$ cat src/rtl/rxr_pkg.sv
package rxr_pkg;
  typedef enum logic [2:0] {
    S_IDLE,
    S_RECV,
    S_DROP,
    S_PAD,
    S_HDR
  } rx_state_e;

  localparam logic [7:0] RX_STAT_OK = 8'h01;
endpackage

$ cat src/rtl/rxr_ptr_wrap.sv
// Folds an out-of-ring pointer to the ring start and gives the page after it.
module rxr_ptr_wrap #(
  parameter int PAGE_W = 8
) (
  input  logic [PAGE_W-1:0] ptr_i,
  input  logic [PAGE_W-1:0] first_i,
  input  logic [PAGE_W-1:0] limit_i,
  output logic [PAGE_W-1:0] eff_o,
  output logic [PAGE_W-1:0] nxt_o
);
  logic [PAGE_W:0] inc;

  always_comb begin
    eff_o = (ptr_i >= limit_i) ? first_i : ptr_i;
    inc   = {1'b0, eff_o} + 1'b1;
    nxt_o = (inc >= {1'b0, limit_i}) ? first_i : inc[PAGE_W-1:0];
  end
endmodule

$ cat src/rtl/rxr_dest_filter.sv
module rxr_dest_filter #(
  parameter int AW = 48,
  parameter int IW = 12
) (
  input  logic          clk_i,
  input  logic          rst_ni,
  input  logic          first_i,
  input  logic          upd_i,
  input  logic [IW-1:0] idx_i,
  input  logic [7:0]    byte_i,
  input  logic [AW-1:0] station_i,
  output logic          keep_o
);
  localparam int NB = AW / 8;

  logic          uc_q, bc_q, uc_now, bc_now, in_addr;
  logic [AW-1:0] shifted;
  logic [7:0]    st_byte;

  always_comb begin
    in_addr = idx_i < IW'(NB);
    shifted = station_i << (8 * idx_i);
    st_byte = shifted[AW-1 -: 8];
    uc_now  = (first_i | uc_q) & (!in_addr | (byte_i == st_byte));
    bc_now  = (first_i | bc_q) & (!in_addr | (byte_i == 8'hFF));
    keep_o  = uc_now | bc_now;
  end

  always_ff @(posedge clk_i or negedge rst_ni) begin
    if (!rst_ni) begin
      uc_q <= 1'b0;
      bc_q <= 1'b0;
    end else if (upd_i) begin
      uc_q <= uc_now;
      bc_q <= bc_now;
    end
  end
endmodule

$ cat src/rtl/rx_ring_writer.sv
module rx_ring_writer
  import rxr_pkg::*;
#(
  parameter int PAGE_W  = 8,
  parameter int OFF_W   = 8,
  parameter int MIN_LEN = 13,
  parameter int MAX_LEN = 2048,
  parameter int PAD_LEN = 60
) (
  input  logic                    clk_i,
  input  logic                    rst_ni,
  input  logic                    halt_i,
  input  logic                    done_en_i,
  input  logic [47:0]             mac_addr_i,
  input  logic [PAGE_W-1:0]       ring_first_i,
  input  logic [PAGE_W-1:0]       ring_limit_i,
  input  logic [PAGE_W-1:0]       boundary_i,
  input  logic                    ptr_load_i,
  input  logic [PAGE_W-1:0]       ptr_load_val_i,
  input  logic                    frm_valid_i,
  input  logic                    frm_sof_i,
  input  logic                    frm_eof_i,
  input  logic [7:0]              frm_data_i,
  output logic                    frm_ready_o,
  output logic                    mem_we_o,
  output logic [PAGE_W+OFF_W-1:0] mem_addr_o,
  output logic [7:0]              mem_wdata_o,
  output logic [PAGE_W-1:0]       fill_page_o,
  output logic [7:0]              rx_stat_o,
  output logic                    rx_done_o
);
  localparam int CNT_W     = $clog2(MAX_LEN + 1);
  localparam int HDR_BYTES = 4;
  localparam int LEN_W     = 16;

  rx_state_e         state_q;
  logic [PAGE_W-1:0] fill_q, wr_page_q, start_q;
  logic [OFF_W-1:0]  wr_off_q;
  logic [CNT_W-1:0]  cnt_q;
  logic [1:0]        hdr_idx_q;

  logic [PAGE_W-1:0] fill_eff, fill_nxt, bnd_eff, bnd_nxt, cur_eff, cur_nxt;
  logic [PAGE_W-1:0] cur_page, adv_page, final_page;
  logic [OFF_W-1:0]  cur_off, adv_off;
  logic [CNT_W-1:0]  cur_cnt, cnt_nxt;
  logic [LEN_W-1:0]  tot_len;
  logic [7:0]        hdr_byte;
  logic              active, page_ok, take, too_long, keep, is_idle;

  rxr_ptr_wrap #(.PAGE_W(PAGE_W)) u_fill_wrap (
    .ptr_i(fill_q), .first_i(ring_first_i), .limit_i(ring_limit_i),
    .eff_o(fill_eff), .nxt_o(fill_nxt)
  );

  rxr_ptr_wrap #(.PAGE_W(PAGE_W)) u_bnd_wrap (
    .ptr_i(boundary_i), .first_i(ring_first_i), .limit_i(ring_limit_i),
    .eff_o(bnd_eff), .nxt_o(bnd_nxt)
  );

  rxr_ptr_wrap #(.PAGE_W(PAGE_W)) u_cur_wrap (
    .ptr_i(cur_page), .first_i(ring_first_i), .limit_i(ring_limit_i),
    .eff_o(cur_eff), .nxt_o(cur_nxt)
  );

  rxr_dest_filter #(.AW(48), .IW(CNT_W)) u_filter (
    .clk_i    (clk_i),
    .rst_ni   (rst_ni),
    .first_i  (is_idle),
    .upd_i    (take && active),
    .idx_i    (cur_cnt),
    .byte_i   (frm_data_i),
    .station_i(mac_addr_i),
    .keep_o   (keep)
  );

  always_comb begin
    is_idle  = state_q == S_IDLE;
    active   = (is_idle && frm_sof_i && !halt_i) || state_q == S_RECV;
    cur_page = is_idle ? fill_eff : wr_page_q;
    cur_off  = is_idle ? OFF_W'(HDR_BYTES) : wr_off_q;
    cur_cnt  = is_idle ? '0 : cnt_q;
    cnt_nxt  = cur_cnt + 1'b1;
    // a page is usable only if neither it nor its successor is the boundary
    page_ok  = (cur_eff != bnd_eff) && (cur_nxt != bnd_eff);
    frm_ready_o = (state_q == S_DROP) ||
                  (is_idle && !(frm_sof_i && !halt_i)) ||
                  (active && page_ok);
    take     = frm_valid_i && frm_ready_o;
    too_long = cur_cnt == CNT_W'(MAX_LEN);
    if (cur_off == '1) begin
      adv_off  = '0;
      adv_page = cur_nxt;
    end else begin
      adv_off  = cur_off + 1'b1;
      adv_page = cur_eff;
    end
    final_page = (wr_off_q == '0) ? wr_page_q : cur_nxt;
    tot_len    = LEN_W'(cnt_q) + LEN_W'(HDR_BYTES);
    unique case (hdr_idx_q)
      2'd0:    hdr_byte = RX_STAT_OK;
      2'd1:    hdr_byte = 8'(final_page);
      2'd2:    hdr_byte = tot_len[7:0];
      default: hdr_byte = tot_len[15:8];
    endcase
  end

  always_ff @(posedge clk_i or negedge rst_ni) begin
    if (!rst_ni) begin
      state_q     <= S_IDLE;
      fill_q      <= '0;
      wr_page_q   <= '0;
      wr_off_q    <= '0;
      start_q     <= '0;
      cnt_q       <= '0;
      hdr_idx_q   <= '0;
      mem_we_o    <= 1'b0;
      mem_addr_o  <= '0;
      mem_wdata_o <= '0;
      rx_stat_o   <= '0;
      rx_done_o   <= 1'b0;
    end else begin
      mem_we_o  <= 1'b0;
      rx_done_o <= 1'b0;
      if (ptr_load_i) fill_q <= ptr_load_val_i;

      unique case (state_q)
        S_IDLE: if (take && frm_sof_i && halt_i && !frm_eof_i) state_q <= S_DROP;
        S_DROP: if (take && frm_eof_i) state_q <= S_IDLE;
        S_PAD: begin
          mem_we_o    <= 1'b1;
          mem_addr_o  <= {cur_eff, cur_off};
          mem_wdata_o <= 8'h00;
          wr_page_q   <= adv_page;
          wr_off_q    <= adv_off;
          cnt_q       <= cnt_nxt;
          if (cnt_nxt == CNT_W'(PAD_LEN)) begin
            state_q   <= S_HDR;
            hdr_idx_q <= '0;
          end
        end
        S_HDR: begin
          mem_we_o    <= 1'b1;
          mem_addr_o  <= {start_q, OFF_W'(hdr_idx_q)};
          mem_wdata_o <= hdr_byte;
          hdr_idx_q   <= hdr_idx_q + 1'b1;
          if (hdr_idx_q == 2'd3) begin
            fill_q    <= final_page;
            rx_stat_o <= RX_STAT_OK;
            rx_done_o <= done_en_i;
            state_q   <= S_IDLE;
          end
        end
        default: ;
      endcase

      if (take && active) begin
        if (is_idle) start_q <= cur_eff;
        if (too_long || !keep) begin
          state_q <= frm_eof_i ? S_IDLE : S_DROP;
        end else begin
          mem_we_o    <= 1'b1;
          mem_addr_o  <= {cur_eff, cur_off};
          mem_wdata_o <= frm_data_i;
          wr_page_q   <= adv_page;
          wr_off_q    <= adv_off;
          cnt_q       <= cnt_nxt;
          hdr_idx_q   <= '0;
          if (!frm_eof_i)                         state_q <= S_RECV;
          else if (cnt_nxt < CNT_W'(MIN_LEN))     state_q <= S_IDLE;
          else if (cnt_nxt < CNT_W'(PAD_LEN))     state_q <= S_PAD;
          else                                    state_q <= S_HDR;
        end
      end
    end
  end

  assign fill_page_o = fill_q;
endmodule

$ cat config.mk
export PLATFORM = sky130hd
export DESIGN_NAME = rx_ring_writer
export DESIGN_NICKNAME = d
export VERILOG_FILES = /design/src/rtl/rxr_pkg.sv /design/src/rtl/rxr_ptr_wrap.sv /design/src/rtl/rxr_dest_filter.sv /design/src/rtl/rx_ring_writer.sv
export SDC_FILE = /design/constraint.sdc
export NUM_CORES = 1
export LEC_CHECK = 0
export BUFFER_PORTS_ARGS = -buffer_cell sky130_fd_sc_hd__buf_2
export CORE_MARGIN = 1
export CORE_UTILIZATION = 45
export DETAILED_ROUTE_END_ITERATION = 8
export PLACE_DENSITY = 0.66
export SYNTH_ARGS = -nofsm -noshare
export SYNTH_HDL_FRONTEND = slang
export SYNTH_HIERARCHICAL = 1
export SYNTH_SLANG_ARGS = --single-unit
$ cat constraint.sdc
create_clock -name clk_i -period 9.3 [get_ports clk_i]
set_input_delay 0.465 -clock clk_i [delete_from_list [all_inputs] [get_ports clk_i]]
set_output_delay 0.465 -clock clk_i [all_outputs]
set_load 0.005 [all_outputs]
# Yosys cells after proc, flatten, opt, wreduce, memory -nomap -nowiden

Index checks and enable logic that the tools add are counted.

Flip-flop bits (word level): 78
Bits in latches: 0
Bits in writable memories: 0
ROM bits: 0
Bits of input ports: 96
Word-level logic and storage cells: 130
Memories: 0

$add $sub $neg: 5
Multiply operators: 0
Div/mod/pow operators: 0
Magnitude comparators: 7
Eq/ne operators: 18
Shift operators: 1
Mux-type cells: 49
Bitwise logic cells: 7
Reduce and logical (&&, ||, !) cells: 29

Operators with widths:

| kind                  | count |
|---|---|
| $mux 8                | 20 |
| $mux 12               | 4 |
| $shl 48x15->48        | 1 |
| $mux 16               | 2 |
| $pmux 16 s2           | 1 |
| $mux 3                | 9 |
| $ge 8x8->1            | 3 |
| $pmux 8 s3            | 1 |
| $eq 8x8->1 const B    | 2 |
| $ne 8x8->1            | 2 |
| $pmux 8 s2            | 1 |
| $add 12x3->13 const B | 1 |
| $add 12x1->12 const B | 1 |
| $eq 12x12->1 const B  | 1 |
| $eq 12x6->1 const B   | 1 |
| $logic_and 1x1->1     | 12 |
| $lt 12x3->1 const B   | 1 |
| $lt 12x4->1 const B   | 1 |
| $lt 12x6->1 const B   | 1 |
| $pmux 3 s4            | 1 |
| $add 8x1->9 const B   | 1 |
| $ge 9x8->1            | 1 |
| $add 8x1->8 const B   | 1 |
| $eq 8x8->1            | 1 |
| 23 further kinds      | 46 |

# Longest topological paths before layout

Gate-level depths: netlist (run 1).

Word-level depth: 19
Gate-level depth with buffers: 43

# By module

The synthesis (run 1) kept the hierarchy.

Modules (own cells, without submodules):

| module          | instances | cells an instance | area an instance (µm²) | sequential area each (µm²) |
|---|---|---|---|---|
| rx_ring_writer  | 1         | 544               | 4718.3                 | 1901.8 |
| rxr_ptr_wrap    | 3         | 119               | 897.1                  | 0.0 |
| rxr_dest_filter | 1         | 86                | 714.4                  | 50.0 |

# Least setup slack after synthesis (run 1)

Ideal clock, no wire load.

Kind: register to register
From: reg fill_q[0] (netlist: fill_page_o[0])
To: reg state_q[1]
Arrival: 7457 ps
Setup slack: 1718 ps
Cell stages (with the launch flop): 40
Buffers on the path: 4
Period minus slack after synthesis: 7582 ps
Path through: dfrtp_1 -> inv_1 -> ha_1 -> nand2b_4 -> a211oi_2 -> nor3_1 -> o22a_1 -> buf_6 -> buf_2 -> o21ai_0 -> nand2_1 -> nand2_1 -> inv_1 -> ha_1 -> nand2b_4 -> a211oi_2 -> nor3_1 -> o22a_1 -> [... 4 more ...] -> and3_1 -> nand3_1 -> xnor2_1 -> nor2_1 -> a21oi_1 -> ha_1 -> a21o_1 -> a21oi_1 -> o21ai_0 -> a211oi_4 -> mux2_2 -> xnor2_1 -> nand4_1 -> nor2_1 -> nor3_4 -> mux2_2 -> a41o_1 -> mux2_4

Word-level cells in the longest chain between the ends: 18

Ends and longest elaborated chain:

| element                           | line                  | text |
|---|---|---|
| start, declared                   | rx_ring_writer.sv:37  | `logic [PAGE_W-1:0] fill_q, wr_page_q, start_q;` |
| start signal, assigned            | rx_ring_writer.sv:124 | `if (ptr_load_i) fill_q <= ptr_load_val_i;` |
| start signal, assigned            | rx_ring_writer.sv:147 | `fill_q <= final_page;` |
| $ge 8x8->1                        | rxr_ptr_wrap.sv:14    | `eff_o = (ptr_i >= limit_i) ? first_i : ptr_i;` |
| $mux 8 *                          | rxr_ptr_wrap.sv:14    |  |
| named net fill_eff[0]             | rx_ring_writer.sv:42  | `logic [PAGE_W-1:0] fill_eff, fill_nxt, bnd_eff, bnd_nxt, cur_eff, cur_nxt;` |
| $mux 8 *                          | rx_ring_writer.sv:79  | `cur_page = is_idle ? fill_eff : wr_page_q;` |
| named net cur_page[0]             | rx_ring_writer.sv:43  | `logic [PAGE_W-1:0] cur_page, adv_page, final_page;` |
| $ge 8x8->1                        | rxr_ptr_wrap.sv:14    |  |
| $mux 8 *                          | rxr_ptr_wrap.sv:14    |  |
| named net cur_eff[0]              | rx_ring_writer.sv:42  |  |
| [... 3 more ...]                  | -                     |  |
| named net cur_nxt[4]              | rx_ring_writer.sv:42  |  |
| $ne 8x8->1 *                      | rx_ring_writer.sv:84  | `page_ok = (cur_eff != bnd_eff) && (cur_nxt != bnd_eff);` |
| $logic_and 1x1->1 *               | rx_ring_writer.sv:84  |  |
| $logic_and 1x1->1 *               | rx_ring_writer.sv:87  | `(active && page_ok);` |
| $logic_or 1x1->1 *                | rx_ring_writer.sv:86  | `(is_idle && !(frm_sof_i && !halt_i)) \|\|` |
| $logic_and 1x1->1 *               | rx_ring_writer.sv:88  | `take = frm_valid_i && frm_ready_o;` |
| $logic_and 1x1->1 (3 in series)   | rx_ring_writer.sv:127 | `S_IDLE: if (take && frm_sof_i && halt_i && !frm_eof_i) state_q <= S_DROP;` |
| $ne 3x3->1 (no source line)       | -                     |  |
| $reduce_and 5->1 (no source line) | -                     |  |
| end signal, assigned              | rx_ring_writer.sv:159 | `state_q <= frm_eof_i ? S_IDLE : S_DROP;` |
| end, declared                     | rx_ring_writer.sv:36  | `rx_state_e state_q;` |

Mark *: on every way through the listed nets, which the timed path passes. The rest lies on a longest branch.
A chain may end at the register's enable or synchronous reset.

# Worst setup path after layout (run 1)

From: reg fill_q[6] (netlist: fill_page_o[6])
To: reg mem_wdata_o[4]

Word-level cells in the longest chain between the ends: 15

Ends and longest elaborated chain:

| element                                                        | line                  | text |
|---|---|---|
| $ge 8x8->1 *                                                   | rxr_ptr_wrap.sv:14    |  |
| $mux 8 *                                                       | rxr_ptr_wrap.sv:14    |  |
| named net fill_eff[5]                                          | rx_ring_writer.sv:42  |  |
| $mux 8 *                                                       | rx_ring_writer.sv:79  |  |
| named net cur_page[5]                                          | rx_ring_writer.sv:43  |  |
| $ge 8x8->1 *                                                   | rxr_ptr_wrap.sv:14    |  |
| $mux 8 *                                                       | rxr_ptr_wrap.sv:14    |  |
| named net cur_eff[1]                                           | rx_ring_writer.sv:42  |  |
| $add 8x1->9 *                                                  | rxr_ptr_wrap.sv:15    | `inc = {1'b0, eff_o} + 1'b1;` |
| $ge 9x8->1                                                     | rxr_ptr_wrap.sv:16    | `nxt_o = (inc >= {1'b0, limit_i}) ? first_i : inc[PAGE_W-1:0];` |
| $mux 8 *                                                       | rxr_ptr_wrap.sv:16    |  |
| named net cur_nxt[4]                                           | rx_ring_writer.sv:42  |  |
| parallel branches: the longest is 6 deep, another holds $mux 8 | -                     |  |
| $mux 8 *                                                       | rx_ring_writer.sv:156 | `if (take && active) begin` |
| end signal, assigned                                           | rx_ring_writer.sv:144 | `mem_wdata_o <= hdr_byte;` |
| end signal, assigned                                           | rx_ring_writer.sv:163 | `mem_wdata_o <= frm_data_i;` |
| end, declared                                                  | rx_ring_writer.sv:27  | `output logic [7:0] mem_wdata_o,` |

Mark *: on every way through the listed nets, which the timed path passes.

==> results of run 1 <==
==> worst max-delay path, delay by kind of cell, from the launching register on <==
family | cells | cell delay (ns)
AO/OA/AOI/OAI | 8 | 2.16
flip-flops | 1 | 0.45
adder cells (fa/ha/maj) | 4 | 1.20
buffers and inverters | 1 | 0.27
multiplexers | 3 | 1.26
AND/OR/NAND/NOR | 14 | 2.32
XOR/XNOR | 2 | 0.26
==> sequential cells by signal, summed over array words and instances, names as in the netlist, 2 cells and up <==
register / count
fill_page_o: 8
mem_addr_o: 16
wr_page_q: 8
mem_wdata_o: 8
hdr_idx_q: 2
state_q: 3
wr_off_q: 8
cnt_q: 12
start_q: 8
==> final cells by class <==
class                           instances  area, um2
Timing Repair Buffer                  141        746
Sequential cell                        78       1950
Clock inverter                          5        129
Inverter                               58        218
Fill cell                            1453       7140
Multi-Input combinational cell        640       4480
Clock buffer                           11        243
Tap cell                              188        235
==> worst paths after layout <==
path,cells after the start,startpoint,endpoint
min,1,rst_ni,cnt_q[1]
min in group clk_i,2,done_en_i,rx_done_o
min reg2reg,1,rx_stat_o[0],rx_stat_o[0]
max,32,fill_page_o[6],mem_wdata_o[4]
max reg2reg,32,fill_page_o[6],mem_wdata_o[4]
max in group asynchronous,1,rst_ni,mem_addr_o[12]
==> metal layers <==
layer / GRT usage, % / vias to the layer above
met5: 0 / -
met4: 10.3 / 0
met3: 4.13 / 38
li1: - / 3137
met1: 31.3 / 2993
met2: 41.7 / 187
==> through the flow <==
step           hold slack, ns  cells  area [um2]  utilization, %
2_1_floorplan           0.169    835        6980               -
3_5_place_dp            0.462   1105        7630            50.4
6_report                0.251   1121        8010            52.9
4_1_cts                 0.328   1121        8010            52.9
5_1_grt                 0.352   1121        8010            52.9
3_3_place_gp            0.452   1105        7630            50.4
==> power by group <==
| group | internal (W) | total [W] | leakage, nW | switching, W |
|---|---|---|---|---|
| Combinational | 0.000394 | 0.000926 | 2.59 | 0.000532 |
| Sequential | 0.000414 | 0.000480 | 1.05 | 0.0000660 |
| Clock | 0.000298 | 0.000443 | 0.180 | 0.000145 |
| Total | 0.00111 | 0.00185 | 3.82 | 0.000743 |
==> flow_summary.toml, run 1 <==
[clocking]
cts_max_path_buffers = 2
cts.sinks = 78
root_buffer = "clkbuf_16"
numCtsBuffers = 9
cts_hold_buf = 0
clock_latency_ns = 0.35
path_clk_slew_ns = 0.06
cts_resized = 0
cts_setup_buffers = 0
cts_tree = "done"
ctsHtreeMaxLevel = 3

[timing]
fin_ws_ns = 1.29
rsz0062_at_grt = "false"
finalHoldViolCount = 0
slew_headroom_pct = 32.9
report.final.slew_viol_count = 0
setup_viol = 0
fmax_mhz = 125
finalClockSkew_ns = 0.00847
tns_ns = 0
worst_pin_slew_ns = 1.01
layout_min_cycle_time_ns = 8.01
fin_crit_sh_pct = 86.1

[die]
core_area_mm2 = 0.0151
fp.dieH_um = 126
die_w_um = 126
row_count = 45
die_area_mm2 = 0.0160
boundaryPins = 139
start_util_pct = 45.9

[pwr]
power_w = 0.00185
vdd_drop_max_mv = 0.0951
p_leak_nw = 3.82
powerDensity_mw_per_mm2 = 231

[setup_path]
crit_type = "register to register"
crit_required_ns = 9.55
cp_slowest_cell = "nor3_4"
arrival_ns = 8.26
cpMostUsedCell = "ha_1"
cp_max_fo = 17
regToRegSetupSlack_ns = 1.29
startpoint_type = "register"
cp-end-kind = "register"
critPathMaxStageDelay_ns = 0.46

[flow_run]
max-cap-violations = 0

[drt]
dr_total_vias = 6355
ant_nets = 0
post_drt_via_cell_ratio = 5.67
dr.pass1.iters = 5
drc = 0
wl_met1_um = 8450
highest_layer = "met4"
drt_wl_total_um = 19300
wire_per_inst_um = 17.2
wl_met3_um = 813
drt_iter0_drc = 485
met2_length_um = 9370

[global_route]
grt_start_max_net_pins = 79
grt_antenna_before_repair = 0
grt_overflow = 0
grt_first_pass_wirelength_um = 30900
track_usage_pct = 24.7
grt_pass1_vias = 6051

[finish]
drive_gt1_share_pct = 23.9
nets = 1066
num_antenna_cells = 0
final_common_cell = "buf_2"
area_growth_pct = 15.1
final_cell_mix = "buf_2, nand2_1, dfrtp_1"

[placement]
globalplace.congestion = 0.909
pre_cts_ws_ns = 1.28
hpwl_um = 14700
portBuffers = 131

[synthesis]
synthesis.area_mm2 = 0.00696
synth_warnings = 6
netlist_instances = 829
postSynthAreaPerCell_um2 = 8.39

[outcome]
status = "finished clean"

[hold_path]
hold_path.class = "primary input to asynchronous set/reset pin"
Power figures use the tool's default switching activity.
==> run 2, diff against run 1 <==
--- a/config.mk
+++ b/config.mk
@@ -10,6 +10,7 @@
 export CORE_UTILIZATION = 45
 export DETAILED_ROUTE_END_ITERATION = 8
 export PLACE_DENSITY = 0.66
+export REMOVE_ABC_BUFFERS = 1
 export SYNTH_ARGS = -nofsm -noshare
 export SYNTH_HDL_FRONTEND = slang
 export SYNTH_HIERARCHICAL = 1
==> run 2 against run 1 <==
  * Combinational power decreased by 1%
  * Utilization is 0.42 points lower
  * Sequential share of layout area grew 0.20 points
  * Largest power group unchanged
  * Highest routed layer unchanged
==> flow_summary.toml, run 2 (synthesis results as in run 1) <==
[timing]
slew_headroom_pct = 33.3
finalHoldViolCount = 0
worst_pin_slew_ns = 1.00
setup_viol = 0
fin_crit_sh_pct = 86.2
fmax_mhz = 125
finalClockSkew_ns = 0.00792
tns_ns = 0
report.final.slew_viol_count = 0
whs_ns = 0.298
rsz0062_at_grt = "false"
layout_min_cycle_time_ns = 8.02

[finish]
drive_gt1_share_pct = 23.8
fill_cells = 1475
final_cell_mix = "buf_2, nand2_1, dfrtp_1"
finalCoreUtilization_pct = 52.4
top_regs = "mem_addr_o: 16 flops, cnt_q: 12 flops"
num_antenna_cells = 0
nets = 1065
area_growth_pct = 14.2
largest_register_ffs = 16
final_common_cell = "buf_2"
top_register = "mem_addr_o"

[die]
boundaryPins = 139
die_w_um = 126
row_count = 45
core_area_mm2 = 0.0151
fp.dieH_um = 126
die_area_mm2 = 0.0160
start_util_pct = 45.9

[drt]
dr.pass1.iters = 5
drc = 0
wire_per_inst_um = 17.1
drt_wl_total_um = 19100
dr_total_vias = 6391
post_drt_via_cell_ratio = 5.71
ant_nets = 0
drt_iter0_drc = 360

[outcome]
status = "finished clean"

[setup_path]
cp-end-kind = "register"
cpMostUsedCell = "ha_1"
crit_required_ns = 9.53
cp_max_fo = 42
critPathMaxStageDelay_ns = 0.47
crit_type = "register to register"
cp_slowest_cell = "nor3_4"
arrival_ns = 8.25
startpoint_type = "register"

[clocking]
cts_max_path_buffers = 2
clock_latency_ns = 0.35
cts_resized = 0
cts.sinks = 78
ctsHtreeMaxLevel = 3
cts_setup_buffers = 0
cts_tree = "done"
path_clk_slew_ns = 0.06
cts_hold_buf = 0
numCtsBuffers = 9
root_buffer = "clkbuf_16"

[pwr]
powerDensity_mw_per_mm2 = 223
p_leak_nw = 3.78
vdd_drop_max_mv = 0.0997

[placement]
hpwl_um = 14700
portBuffers = 131
globalplace.congestion = 0.921

[global_route]
grt_pass1_vias = 6029
track_usage_pct = 24.8
grt_overflow = 0
grt_start_max_net_pins = 79
grt_first_pass_wirelength_um = 31500
grt_antenna_before_repair = 0

[flow_run]
max-cap-violations = 0

[hold_path]
hold_path.class = "primary input to asynchronous set/reset pin"
## run 2: through the flow
stage               setup slack, ns  area, um2  cells  total power [W]
CTS                            1.44       7940   1120          0.00178
global placement               1.40       7630   1104          0.00139
floorplan                      1.25       6650    776          0.00111
finish                         1.28       7940   1120          0.00177
detailed placement             1.30       7630   1104          0.00139
global route                  0.807       7940   1120          0.00191
## run 2: layer usage
metal / part of all wire [%] / wire [um] / GRT usage (%) / vias up
met5: 0 / 0 / 0 / -
met4: 2.6 / 498 / 9.28 / 0
met3: 4.6 / 876 / 3.21 / 41
met2: 48 / 9130 / 40.7 / 195
met1: 45 / 8600 / 33.3 / 3007
li1: - / - / - / 3148
## run 2: path summary, 6_finish.rpt
check | startpoint | endpoint | slack [ns] | depth (start not counted)
min reg2reg | rx_stat_o[0] | rx_stat_o[0] | 0.47 | 1
max in group asynchronous | rst_ni | mem_we_o | 8.37 | 1
min | rst_ni | cnt_q[9] | 0.30 | 1
min in group clk_i | done_en_i | rx_done_o | 0.36 | 2
max | fill_page_o[6] | cnt_q[5] | 1.28 | 32
max reg2reg | fill_page_o[6] | cnt_q[5] | 1.28 | 32
## run 2: layout make-up
cell class              instances  area (um2)  area share [%]
clock inverters                 6        86.3            1.09
clock buffers                  10         229            2.88
multi-input cells             640        4480            56.5
flip-flops and latches         78        1950            24.6
well taps                     188         235            2.96
repair buffers                140         738            9.30
inverters                      58         218            2.74
## run 2: critical path: cells and delay by family, from the launching register on
family | cells | cell delay, ns
adder cells (fa/ha/maj) | 4 | 1.21
AND/OR/NAND/NOR | 13 | 2.02
XOR/XNOR | 2 | 0.27
AO/OA/AOI/OAI | 9 | 2.49
flip-flops | 1 | 0.45
multiplexers | 3 | 1.24
buffers and inverters | 1 | 0.22
## run 2: power breakdown
part	leakage, nW	switching, W	internal (W)
clock network	0.152	0.000142	0.000235
registers	1.05	0.0000664	0.000414
logic	2.58	0.000523	0.000392
total	3.78	0.000732	0.00104
==> run 3, diff against run 2 <==
--- a/config.mk
+++ b/config.mk
@@ -8,6 +8,7 @@
 export BUFFER_PORTS_ARGS = -buffer_cell sky130_fd_sc_hd__buf_2
 export CORE_MARGIN = 1
 export CORE_UTILIZATION = 45
+export CTS_BUF_LIST = sky130_fd_sc_hd__clkbuf_4 sky130_fd_sc_hd__clkbuf_8 sky130_fd_sc_hd__clkbuf_16
 export DETAILED_ROUTE_END_ITERATION = 8
 export PLACE_DENSITY = 0.66
 export REMOVE_ABC_BUFFERS = 1
==> run 3 against run 2 <==
  * Worst hold slack improved by 0.0018 ns
  * Setup slack better by 0.030 ns
  * Combinational power about the same
  * Clock skew increased by 0.0012 ns
  * Routed wire length grew 0.15%
  * Die area is the same
==> flow_summary.toml, run 3 (synthesis results as in run 1) <==
[outcome]
status = "finished clean"

[timing]
rsz0062_at_grt = "false"
setup_viol = 0
tns_ns = 0
fin_crit_sh_pct = 85.9
whs_ns = 0.300
fmax_mhz = 125
slew_headroom_pct = 33.0
report.final.slew_viol_count = 0
fin_ws_ns = 1.31
layout_min_cycle_time_ns = 7.99
finalClockSkew_ns = 0.00908
worst_pin_slew_ns = 1.01
finalHoldViolCount = 0

[drt]
wl_met3_um = 847
drt_iter0_drc = 372
post_drt_via_cell_ratio = 5.71
dr.pass1.iters = 5
drc = 0
dr_total_vias = 6392
ant_nets = 0
wl_met1_um = 8660
met2_length_um = 9130
highest_layer = "met4"
wire_per_inst_um = 17.1
drt_wl_total_um = 19100

[die]
core_area_mm2 = 0.0151
boundaryPins = 139
fp.dieH_um = 126
die_w_um = 126
row_count = 45
die_area_mm2 = 0.0160
start_util_pct = 45.9

[clocking]
numCtsBuffers = 9
cts_hold_buf = 0
cts_resized = 0
cts_max_path_buffers = 2
clock_latency_ns = 0.35
path_clk_slew_ns = 0.06
cts_tree = "done"
ctsHtreeMaxLevel = 3
cts.sinks = 78
root_buffer = "clkbuf_16"
cts_setup_buffers = 0

[setup_path]
crit_required_ns = 9.53
critPathMaxStageDelay_ns = 0.47
r2r_cells = 32
crit_type = "register to register"
crit_family = "compound AO/OA/AOI/OAI gates"
regToRegSetupSlack_ns = 1.31
cp_max_fo = 42
cp-end-kind = "register"
cpMostUsedCell = "ha_1"
r2r-end = "cnt_q[5]"
startpoint_type = "register"
crit_end = "cnt_q[5]"
cp-startpoint = "fill_page_o[6]"
arrival_ns = 8.22
cp.depth = 32
critPathBufInv = 1
r2r-start = "fill_page_o[6]"
cp_slowest_cell = "nor3_4"

[finish]
final_cell_mix = "buf_2, nand2_1, dfrtp_1"
final_common_cell = "buf_2"
fin_cells = 1120
area_growth_pct = 14.2
finalCoreUtilization_pct = 52.5
drive_gt1_share_pct = 23.9
top_register = "mem_addr_o"
fill_cells = 1475
top_regs = "mem_addr_o: 16 flops, cnt_q: 12 flops"
nets = 1065
largest_register_ffs = 16
num_antenna_cells = 0

[flow_run]
max-cap-violations = 0

[global_route]
track_usage_pct = 24.8
grt_overflow = 0
grt_antenna_before_repair = 0
grt_pass1_vias = 6033
grt_first_pass_wirelength_um = 31500
grt_start_max_net_pins = 79

[pwr]
powerDensity_mw_per_mm2 = 223
p_leak_nw = 3.79
vdd_drop_max_mv = 0.0990

[placement]
pre_cts_ws_ns = 1.30
globalplace.congestion = 0.921
hpwl_um = 14700
portBuffers = 131
dpl.cell_count = 1104

[hold_path]
hold_path.class = "primary input to asynchronous set/reset pin"
## run 3: cell count changes in the layout (fill, tap and decap cells not counted)
cell / previous run / this run
clkbuf_1: 1 / 0
clkbuf_4: 0 / 1
## run 3: per-stage QoR
step | area [um2] | power (W)
2_1_floorplan | 6650 | 0.00111
5_1_grt | 7950 | 0.00191
3_3_place_gp | 7630 | 0.00139
3_5_place_dp | 7630 | 0.00139
6_report | 7950 | 0.00178
4_1_cts | 7950 | 0.00178
## run 3: how the worst min path moves through the flow
stage / to / cells past startpoint / from / slack [ns]
final: cnt_q[9] / 1 / rst_ni / 0.30
after global routing: rx_done_o / 2 / done_en_i / 0.36
after CTS: cnt_q[9] / 1 / rst_ni / 0.34
after detailed placement: rx_stat_o[0] / 1 / rx_stat_o[0] / 0.46
after global placement: rx_stat_o[0] / 1 / rx_stat_o[0] / 0.45
after floorplan: cnt_q[0] / 0 / rst_ni / 0.17
## run 3: metal layers
layer / up-vias / global-route usage, %
li1: 3151 / -
met1: 3004 / 33.3
met2: 200 / 40.7
met3: 37 / 3.33
met4: 0 / 8.86
met5: - / 0
## run 3: where the power goes
| part | total, W | internal (W) | switching [W] |
|---|---|---|---|
| logic | 0.000915 | 0.000392 | 0.000523 |
| clock network | 0.000380 | 0.000237 | 0.000142 |
| registers | 0.000480 | 0.000414 | 0.0000663 |
| total | 0.00178 | 0.00104 | 0.000732 |
## run 3: cell type report
class,instances,area (um2),area share [%]
clock buffer,10,233,2.93
tap,188,235,2.96
inverter,58,218,2.74
clock inverter,6,86.3,1.09
sequential,78,1950,24.6
timing repair buffer,140,738,9.29
multi-input combinational,640,4480,56.4
